### src/rtl/rtc_pkg.sv
package rtc_pkg;
  localparam int SEC_W_D  = 32;
  localparam int SUB_W_D  = 15;
  localparam int TRIM_W_D = 16;
  localparam int GRP_W_D  = 6;

  typedef enum logic [1:0] {
    UPD_NONE = 2'd0,
    UPD_TICK = 2'd1,
    UPD_WRAP = 2'd2,
    UPD_LOAD = 2'd3
  } upd_kind_t;
endpackage

### src/rtl/rtc_subsec_div.sv
module rtc_subsec_div
  import rtc_pkg::*;
#(
  parameter int SUB_W  = SUB_W_D,
  parameter int TRIM_W = TRIM_W_D,
  parameter int GRP_W  = GRP_W_D
) (
  input  logic              clk,
  input  logic              rst_n,
  input  logic              step,
  input  logic              clr,
  input  logic [GRP_W-1:0]  sec_grp,
  input  logic [TRIM_W-1:0] trim,
  output logic [SUB_W-1:0]  sub_q,
  output logic [SUB_W-1:0]  sub_nxt,
  output logic              carry,
  output upd_kind_t         kind
);
  localparam logic [SUB_W-1:0]  NOM   = {SUB_W{1'b1}};
  localparam logic [TRIM_W-1:0] NOM_T = TRIM_W'(NOM);

  function automatic logic [SUB_W-1:0] term_of(input logic [GRP_W-1:0] g,
                                               input logic [TRIM_W-1:0] t);
    if (g != '0) return NOM;
    if (t > NOM_T) return NOM;
    return t[SUB_W-1:0];
  endfunction

  logic [SUB_W-1:0] term;
  assign term  = term_of(sec_grp, trim);
  assign carry = step && !clr && (sub_q >= term);

  always_comb begin
    if (clr) begin
      sub_nxt = '0;
      kind    = UPD_LOAD;
    end else if (carry) begin
      sub_nxt = '0;
      kind    = UPD_WRAP;
    end else if (step) begin
      sub_nxt = sub_q + 1'b1;
      kind    = UPD_TICK;
    end else begin
      sub_nxt = sub_q;
      kind    = UPD_NONE;
    end
  end

  always_ff @(posedge clk or negedge rst_n)
    if (!rst_n) sub_q <= '0;
    else        sub_q <= sub_nxt;

  a_r4_sub_cleared: assert property (@(posedge clk) disable iff (!rst_n)
    clr |=> (sub_q == '0));
  a_r2_wrap_to_zero: assert property (@(posedge clk) disable iff (!rst_n)
    (kind == UPD_WRAP) |=> (sub_q == '0));
  a_r2_sub_holds: assert property (@(posedge clk) disable iff (!rst_n)
    (!step && !clr) |=> $stable(sub_q));
endmodule

### src/rtl/rtc_sec_reg.sv
module rtc_sec_reg #(
  parameter int SEC_W = rtc_pkg::SEC_W_D
) (
  input  logic             clk,
  input  logic             rst_n,
  input  logic             carry,
  input  logic             ld,
  input  logic [SEC_W-1:0] ld_val,
  output logic [SEC_W-1:0] sec_q,
  output logic [SEC_W-1:0] sec_nxt
);
  function automatic logic [SEC_W-1:0] next_sec(input logic [SEC_W-1:0] cur,
                                                input logic c, input logic l,
                                                input logic [SEC_W-1:0] v);
    if (l) return v;
    if (c) return cur + 1'b1;
    return cur;
  endfunction

  assign sec_nxt = next_sec(sec_q, carry, ld, ld_val);

  always_ff @(posedge clk or negedge rst_n)
    if (!rst_n) sec_q <= '0;
    else        sec_q <= sec_nxt;

  a_r4_load_takes: assert property (@(posedge clk) disable iff (!rst_n)
    ld |=> (sec_q == $past(ld_val)));
  a_r2_sec_holds: assert property (@(posedge clk) disable iff (!rst_n)
    (!ld && !carry) |=> $stable(sec_q));
  a_r5_wraps: assert property (@(posedge clk) disable iff (!rst_n)
    (!ld && carry && (sec_q == '1)) |=> (sec_q == '0));
endmodule

### src/rtl/rtc_alarm.sv
module rtc_alarm #(
  parameter int SEC_W = rtc_pkg::SEC_W_D,
  parameter int SUB_W = rtc_pkg::SUB_W_D
) (
  input  logic             clk,
  input  logic             rst_n,
  input  logic             upd,
  input  logic [SEC_W-1:0] sec_nxt,
  input  logic [SUB_W-1:0] sub_nxt,
  input  logic [SEC_W-1:0] mt_sec,
  input  logic [SUB_W-1:0] mt_sub,
  input  logic             clr,
  input  logic             mask,
  output logic             hit,
  output logic             raw,
  output logic             irq
);
  function automatic logic is_match(input logic [SEC_W-1:0] s, input logic [SUB_W-1:0] ss,
                                    input logic [SEC_W-1:0] ms, input logic [SUB_W-1:0] mss);
    return (s == ms) && (ss == mss);
  endfunction

  assign hit = upd && is_match(sec_nxt, sub_nxt, mt_sec, mt_sub);

  always_ff @(posedge clk or negedge rst_n)
    if (!rst_n)   raw <= 1'b0;
    else if (hit) raw <= 1'b1;
    else if (clr) raw <= 1'b0;

  assign irq = raw && mask;

  a_r7_hit_sets: assert property (@(posedge clk) disable iff (!rst_n)
    hit |=> raw);
  a_r8_sticky: assert property (@(posedge clk) disable iff (!rst_n)
    (raw && !clr) |=> raw);
  a_r8_clear: assert property (@(posedge clk) disable iff (!rst_n)
    (clr && !hit) |=> !raw);
  a_r7_no_spurious: assert property (@(posedge clk) disable iff (!rst_n)
    (!raw && !hit) |=> !raw);
endmodule

### src/rtl/rtc_sec_counter.sv
module rtc_sec_counter
  import rtc_pkg::*;
#(
  parameter int SEC_W  = SEC_W_D,
  parameter int SUB_W  = SUB_W_D,
  parameter int TRIM_W = TRIM_W_D,
  parameter int GRP_W  = GRP_W_D
) (
  input  logic              clk,
  input  logic              rst_n,
  input  logic              tick_en,
  input  logic              run_en,
  input  logic              cal_mode,
  input  logic              load_stb,
  input  logic [SEC_W-1:0]  load_sec,
  input  logic [SEC_W-1:0]  match_sec,
  input  logic [SUB_W-1:0]  match_sub,
  input  logic              alm_mask,
  input  logic              alm_clr,
  input  logic [TRIM_W-1:0] trim_cnt,
  output logic [SEC_W-1:0]  sec_o,
  output logic [SUB_W-1:0]  sub_o,
  output logic              alm_raw,
  output logic              alm_irq
);
  logic             step, ld_ok, carry, upd, hit;
  logic [SEC_W-1:0] sec_q, sec_nxt;
  logic [SUB_W-1:0] sub_q, sub_nxt;
  upd_kind_t        kind;

  assign step  = tick_en && run_en && !cal_mode;
  assign ld_ok = load_stb && !cal_mode;
  assign upd   = (kind != UPD_NONE);

  rtc_subsec_div #(.SUB_W(SUB_W), .TRIM_W(TRIM_W), .GRP_W(GRP_W)) u_sub (
    .clk(clk), .rst_n(rst_n), .step(step), .clr(ld_ok),
    .sec_grp(sec_q[GRP_W-1:0]), .trim(trim_cnt),
    .sub_q(sub_q), .sub_nxt(sub_nxt), .carry(carry), .kind(kind));

  rtc_sec_reg #(.SEC_W(SEC_W)) u_sec (
    .clk(clk), .rst_n(rst_n), .carry(carry), .ld(ld_ok), .ld_val(load_sec),
    .sec_q(sec_q), .sec_nxt(sec_nxt));

  rtc_alarm #(.SEC_W(SEC_W), .SUB_W(SUB_W)) u_alm (
    .clk(clk), .rst_n(rst_n), .upd(upd), .sec_nxt(sec_nxt), .sub_nxt(sub_nxt),
    .mt_sec(match_sec), .mt_sub(match_sub), .clr(alm_clr), .mask(alm_mask),
    .hit(hit), .raw(alm_raw), .irq(alm_irq));

  assign sec_o = cal_mode ? '0 : sec_q;
  assign sub_o = cal_mode ? '0 : sub_q;

  a_r6_frozen: assert property (@(posedge clk) disable iff (!rst_n)
    cal_mode |=> ($stable(sec_q) && $stable(sub_q)));
  a_r6_no_alarm: assert property (@(posedge clk) disable iff (!rst_n)
    cal_mode |-> !hit);
  a_r4_load_beats_tick: assert property (@(posedge clk) disable iff (!rst_n)
    (ld_ok && step) |=> (sub_q == '0 && sec_q == $past(load_sec)));
endmodule

### config.mk
export PLATFORM = sky130hd
export DESIGN_NAME = rtc_sec_counter
export DESIGN_NICKNAME = d
export VERILOG_FILES = /design/src/rtl/rtc_pkg.sv /design/src/rtl/rtc_subsec_div.sv /design/src/rtl/rtc_sec_reg.sv /design/src/rtl/rtc_alarm.sv /design/src/rtl/rtc_sec_counter.sv
export SDC_FILE = /design/constraint.sdc
export NUM_CORES = 1
export LEC_CHECK = 0
export BUFFER_PORTS_ARGS = -buffer_cell sky130_fd_sc_hd__buf_4
export CAP_MARGIN = 20
export CORE_ASPECT_RATIO = 0.6
export CORE_MARGIN = 8
export CORE_UTILIZATION = 55
export DETAILED_ROUTE_END_ITERATION = 7
export PLACE_DENSITY = 0.95
export SLEW_MARGIN = 40
export SYNTH_ARGS = -nofsm -noshare
export SYNTH_HDL_FRONTEND = slang
export SYNTH_SLANG_ARGS = --single-unit
### constraint.sdc
create_clock -name clk -period 10.4 [get_ports clk]
set_input_delay 2.08 -clock clk [delete_from_list [all_inputs] [get_ports clk]]
set_output_delay 2.08 -clock clk [all_outputs]
set_load 0.01 [all_outputs]
==> impl_metrics.csv, run 1 <==
group,metric,value,unit
outcome,status,"complete, no violations",
worst_hold_path,min_path_type,"reg -> reg",
placement,place_congestion,1.03,
run,maxCapViolations,0,
critical_path,path_class,"in -> reg",
sta,fin_worst_skew,3.65,ps
logic_synthesis,yosys.area.top_type,"dfrtp_1",
layout,final_cells,892,
logic_synthesis,synth_area_leaders,"dfrtp_1 (24%), xnor2_1 (9.0%), xor2_1 (7.1%)",
detailed_routing,viasPerCell,6.47,
sta,setup_viol,0,
layout,final_cell_mix,"buf_4 (155), nor2_1 (74), nand2_1 (62), xnor2_1 (51), dfrtp_1 (48)",
layout,antennaDiodeCount,0,
layout,final_common_cell,"buf_4",
critical_path,crit_chain,"buf_4 > nor4b_1 > nand2_1 > or2_2 > ha_1 > nand2b_1 > a211oi_1 > o221ai_1 > a21o_1 > a211oi_1 > xnor2_1 > o2111ai_1 > or4_1 > nor4_1 > a31o_1",
worst_hold_path,whs_path_depth,2,
floorplanning,row_count,26,
floorplanning,die_x,139,um
floorplanning,fp.dieArea,12400,um^2
critical_path,crit_arrival,6370,ps
critical_path,path_depth,15,
layout,nNetsFinal,900,
sta,fin_ws,4270,ps
global_routing,grt_pass1_vias,5532,
cts,cts_setup_buffers,0,
cts,clk_latency,290,ps
logic_synthesis,seq_area_frac_synth,0.242,
global_routing,antenna_found_initial,2,
global_routing,grt_max_degree,65,
cts,cts_tree,"built",
cts,clockBufferDepth,2,
sta,min_period,6130,ps
logic_synthesis,synth_fp_nets,773,
cts,cts_buffers,5,
layout,syn_to_final_growth,26.6,%
sta,hold_viol_final,0,
sta,rsz0062_at_grt,"no",
logic_synthesis,synth_top_family_by_area,"simple AND/OR/NAND/NOR gates",
sta,period_share,0.590,
layout,final_core_util,0.729,
logic_synthesis,synth_compound_gate_area_share,0.160,
power_and_ir_drop,max-vdd-ir-drop,0.0698,mV
logic_synthesis,synth_edf_count,0,
power_and_ir_drop,power.density,97.8,nW/um^2
cts,clk_pin_slew_worst_paths,70,ps
logic_synthesis,yosysTopAreaCellShare,0.242,
cts,cts-resized-gates,0,
placement,pre_cts_slack,4080,ps
sta,tightest_slew,831,ps
detailed_routing,drt-total-wl,20.6,mm
sta,setup_tns,0,ps
logic_synthesis,synth_cell_types,65,
floorplanning,start_util,0.576,
sta,fmax,0.163,GHz
cts,clockRootBuffer,"clkbuf_16",
critical_path,critPathMaxFanout,23,
logic_synthesis,async_flop_share,1.00,
detailed_routing,first_iter_violations,790,
critical_path,critPathSlowestCell,"or4_1",
cts,hold_buffers,0,
placement,io_buffers,151,
detailed_routing,drcViolationCount,0,
sta,maxSlewViolCount,0,
critical_path,crit_buf_inv,1,
floorplanning,fp.dieH,89.6,um
critical_path,critPathTopFamily,"simple AND/OR/NAND/NOR gates",
logic_synthesis,synthCells,652,
critical_path,cp_data_required_time,10630,ps
detailed_routing,drtPass1Iterations,6,
placement,hpwlAfterDp,16.6,mm
logic_synthesis,synth_area,4960,um^2
logic_synthesis,synthSimpleGateAreaFrac,0.334,
logic_synthesis,synth_warnings,0,
logic_synthesis,synth-xor-area-share,0.165,
floorplanning,ios,152,
logic_synthesis,ys_ff_latch,48,
sta,max-slew-margin-rel,0.446,
detailed_routing,num_vias,5774,
detailed_routing,avgRoutedWirePerCell,23.0,um
logic_synthesis,yosys.area_share.adder,0.0454,
logic_synthesis,synth_flop_cell,"dfrtp_1",
logic_synthesis,synth_mux_area_frac,0.0124,
cts,h-tree-depth,2,
cts,clock_sinks,48,
critical_path,cp_common_cell,"a211oi_1",
global_routing,grt.total_usage,0.322,
detailed_routing,ant_nets,0,
global_routing,grt_overflow_total,0,
critical_path,startpoint_type,"input port",
power_and_ir_drop,power.leakage,2.69,nW
floorplanning,core_area,8620,um^2
logic_synthesis,syn_avg_cell_area,7.61,um^2
critical_path,end_kind,"flip-flop",
global_routing,grt_pass1_wl,31.3,mm
layout,drive_gt1_frac,0.226,
layout,fillCellCount,675,
critical_path,critPathMaxStageDelay,530,ps
placement,dp.cells,884,
critical_path,reg2reg_depth,16,
## cell families (layout without fill, tap and decap cells)
family | Yosys count | after routing
and+or+nand+nor | 315 | 315
adders and majority gates | 18 | 18
DFF | 48 | 48
AOI/OAI and AO/OA | 123 | 123
buffers and inverters | 50 | 178
xor gates and xnor gates | 92 | 92
muxes | 6 | 6
## cell usage after synthesis (3+ instances only)
| cell | count |
|---|---|
| xor2_1 | 40 |
| nand2_1 | 62 |
| or3_1 | 6 |
| and3_1 | 10 |
| buf_2 | 10 |
| o21ai_1 | 3 |
| and4_1 | 6 |
| nand3_1 | 27 |
| nor2b_1 | 43 |
| o22ai_1 | 4 |
| nor2_1 | 74 |
| o21ai_0 | 35 |
| nand4_1 | 22 |
| o2111ai_1 | 3 |
| mux2i_1 | 5 |
| nor3_1 | 17 |
| inv_1 | 15 |
| a31oi_1 | 9 |
| a211oi_1 | 4 |
| nor4_1 | 17 |
| nor3b_1 | 3 |
| nand4b_1 | 3 |
| clkbuf_1 | 22 |
| o32ai_1 | 4 |
| o221ai_1 | 3 |
| nand2b_1 | 6 |
| dfrtp_1 | 48 |
| a21oi_1 | 24 |
| ha_1 | 18 |
| xnor2_1 | 51 |
| and2_1 | 4 |
| o31ai_1 | 4 |
| a22oi_1 | 3 |
| or4_1 | 4 |
| a21o_1 | 3 |
## stage by stage
step,instance area [um^2],power (mW),hold WS (ps)
CTS,6270,0.607,670
floorplan,4960,0.337,568
global route,6280,0.637,718
finish,6280,0.614,669
global placement,6130,0.434,627
detailed placement,6130,0.439,650
## per-layer routing
layer | up-vias | GRT usage | wire length (um)
met4 | 4 | 0.0621 | 278
met5 | - | 0 | 23
met1 | 2678 | 0.458 | 9040
met3 | 45 | 0.140 | 3260
met2 | 459 | 0.437 | 7950
li1 | 2588 | - | -
## worst paths after layout
kind	start	to	slack, ps
min in group asynchronous	rst_n	u_sec.sec_q[26]	1810
hold reg to reg	u_sec.sec_q[15]	u_sec.sec_q[15]	670
setup / recovery	trim_cnt[15]	u_alm.raw	4270
setup reg to reg	u_sec.sec_q[0]	u_alm.raw	5410
hold / removal	u_sec.sec_q[15]	u_sec.sec_q[15]	670
max in group asynchronous	rst_n	u_sec.sec_q[22]	8130
## power breakdown
group / internal (mW) / switching (mW) / total, mW
logic: 0.0960 / 0.110 / 0.206
registers: 0.203 / 0.0350 / 0.238
clock network: 0.0951 / 0.0750 / 0.170
## layout make-up
type / instances / area [um^2] / area share
Multi-Input combinational cell: 554 / 3570 / 0.569
Sequential cell: 48 / 1200 / 0.191
Timing Repair Buffer: 155 / 1160 / 0.185
Tap cell: 112 / 140 / 0.0223
Clock buffer: 6 / 139 / 0.0221
Inverter: 15 / 56.3 / 0.00896
Clock inverter: 2 / 10.0 / 0.00159
## worst min-delay path: cells and delay by family (launching register included)
family         cells  cell delay (ps)
XOR/XNOR           1              140
AO/OA/AOI/OAI      1               70
flip-flops         1              420
## state kept, by name, indices dropped and copies added (netlist names)
register     count
u_sub.sub_q     15
u_alm.raw        1
u_sec.sec_q     32
Note: power is estimated with default switching activity, not from simulation.
==> run 2: changes to the inputs <==
--- a/config.mk
+++ b/config.mk
@@ -9,9 +9,9 @@
 export CAP_MARGIN = 20
 export CORE_ASPECT_RATIO = 0.6
 export CORE_MARGIN = 8
-export CORE_UTILIZATION = 55
+export CORE_UTILIZATION = 48
 export DETAILED_ROUTE_END_ITERATION = 7
-export PLACE_DENSITY = 0.95
+export PLACE_DENSITY = 0.88
 export SLEW_MARGIN = 40
 export SYNTH_ARGS = -nofsm -noshare
 export SYNTH_HDL_FRONTEND = slang
==> constraint.sdc (replaced) <==
create_clock -name clk -period 5 [get_ports clk]
set_input_delay 1 -clock clk [delete_from_list [all_inputs] [get_ports clk]]
set_output_delay 1 -clock clk [all_outputs]
set_load 0.01 [all_outputs]
==> impl_metrics.csv, run 2 (synthesis results as in run 1) <==
group,metric,value,unit
outcome,status,"complete, no violations",
placement,place_congestion,1.01,
critical_path,reg2reg_slack,640,ps
placement,io_buffers,151,
critical_path,end_kind,"flip-flop",
floorplanning,fp.dieArea,14000,um^2
layout,final_common_cell,"buf_4",
global_routing,grt_overflow_total,0,
sta,max-slew-margin-rel,0.559,
layout,largest-register,"u_sec.sec_q",
power_and_ir_drop,power.density,220,nW/um^2
sta,setup_viol,0,
worst_hold_path,hp-start,"u_sec.sec_q[20]",
sta,rsz0062_at_grt,"no",
cts,h-tree-depth,2,
cts,clk_pin_slew_worst_paths,70,ps
sta,period_share,0.888,
worst_hold_path,min_to,"u_sec.sec_q[20]",
sta,setup_tns,0,ps
floorplanning,fp.dieH,94.8,um
layout,drive_gt1_frac,0.236,
global_routing,grt_max_degree,54,
sta,hold-worst-slack,653,ps
layout,syn_to_final_growth,30.2,%
power_and_ir_drop,power.leakage,2.78,nW
detailed_routing,ant_nets,0,
critical_path,cp_data_required_time,5250,ps
global_routing,antenna_found_initial,0,
detailed_routing,drtPass1Iterations,6,
placement,hpwlAfterDp,15.9,mm
cts,clockBufferDepth,2,
floorplanning,ios,152,
critical_path,reg2reg_depth,18,
critical_path,timing.rr.start,"u_sec.sec_q[0]",
power_and_ir_drop,max-vdd-ir-drop,0.134,mV
floorplanning,core_area,9950,um^2
critical_path,startpoint_type,"input port",
placement,dp.cells,919,
floorplanning,start_util,0.499,
floorplanning,row_count,28,
cts,cts_setup_buffers,0,
critical_path,path_class,"in -> reg",
sta,tightest_slew,644,ps
worst_hold_path,whs_path_depth,2,
detailed_routing,viasPerCell,6.25,
global_routing,grt_pass1_wl,31.1,mm
critical_path,crit_arrival,4690,ps
sta,fmax,0.225,GHz
cts,clockRootBuffer,"clkbuf_16",
detailed_routing,drcViolationCount,0,
layout,final_cell_mix,"buf_4 (167), nor2_1 (74), nand2_1 (62), xnor2_1 (51), dfrtp_1 (48)",
sta,hold_viol_final,0,
worst_hold_path,min_path_type,"reg -> reg",
run,maxCapViolations,0,
cts,clk_latency,300,ps
cts,clock_sinks,48,
detailed_routing,num_vias,5795,
power_and_ir_drop,finalPower,1.42,mW
floorplanning,die_x,147,um
cts,hold_buffers,0,
cts,cts_tree,"built",
detailed_routing,first_iter_violations,812,
layout,largest_register_ffs,32,
sta,min_period,4440,ps
sta,maxSlewViolCount,0,
cts,cts_buffers,5,
global_routing,grt.total_usage,0.279,
layout,antennaDiodeCount,0,
detailed_routing,drt-total-wl,19.9,mm
detailed_routing,avgRoutedWirePerCell,21.4,um
critical_path,critPathMaxFanout,11,
layout,final_cells,927,
layout,nNetsFinal,912,
cts,cts-resized-gates,0,
sta,fin_worst_skew,10.7,ps
critical_path,r2r_end,"u_alm.raw",
layout,reg_top3,"u_sec.sec_q (32), u_sub.sub_q (15), u_alm.raw (1)",
global_routing,grt_pass1_vias,5661,
-- run 2: power by group --
part	switching (mW)	total (mW)	internal, mW
Clock	0.163	0.501	0.338
Sequential	0.0705	0.493	0.422
Combinational	0.224	0.426	0.202
Total	0.458	1.42	0.962
-- run 2: worst max-delay path: stages --
cell       delay [ps]
buf_4             110
nor4b_1           250
nand2_1           170
or2_2             310
ha_1              270
nand2b_1          140
a211oi_1          230
o221ai_1          200
a21o_1            350
a211oi_1          360
xnor2_1           160
o2111ai_1         120
or4_1             550
nor4_1            310
a31o_1            170
-- run 2: layout make-up --
type,count,area (um^2)
multi-input cells,554,3560
fillers,895,3490
repair buffers,167,1250
flip-flops and latches,48,1200
well taps,135,169
clock buffers,5,125
clock inverters,3,90.1
inverters,15,56.3
-- run 2: metrics by stage --
step	worst slack, ps	instance area (um^2)	util
floorplan	819	4960	-
global placement	360	6240	0.628
detailed placement	334	6240	0.628
CTS	609	6460	0.649
global route	186	6460	0.649
finish	558	6460	0.649
-- run 2: worst max-delay path by stage --
stage,from,endpoint,cells past startpoint
after global routing,trim_cnt[15],u_alm.raw,17
final,trim_cnt[15],u_alm.raw,15
after floorplan,trim_cnt[15],u_alm.raw,14
after detailed placement,trim_cnt[15],u_alm.raw,15
after global placement,trim_cnt[15],u_alm.raw,15
after CTS,trim_cnt[15],u_alm.raw,15
-- run 2: layer usage --
metal  global-route usage  vias up  wire length, um
li1                     -     2604                -
met3                0.119       32             3210
met2                0.379      430             7680
met5                    0        -                0
met1                0.402     2729             8790
met4               0.0422        0              201
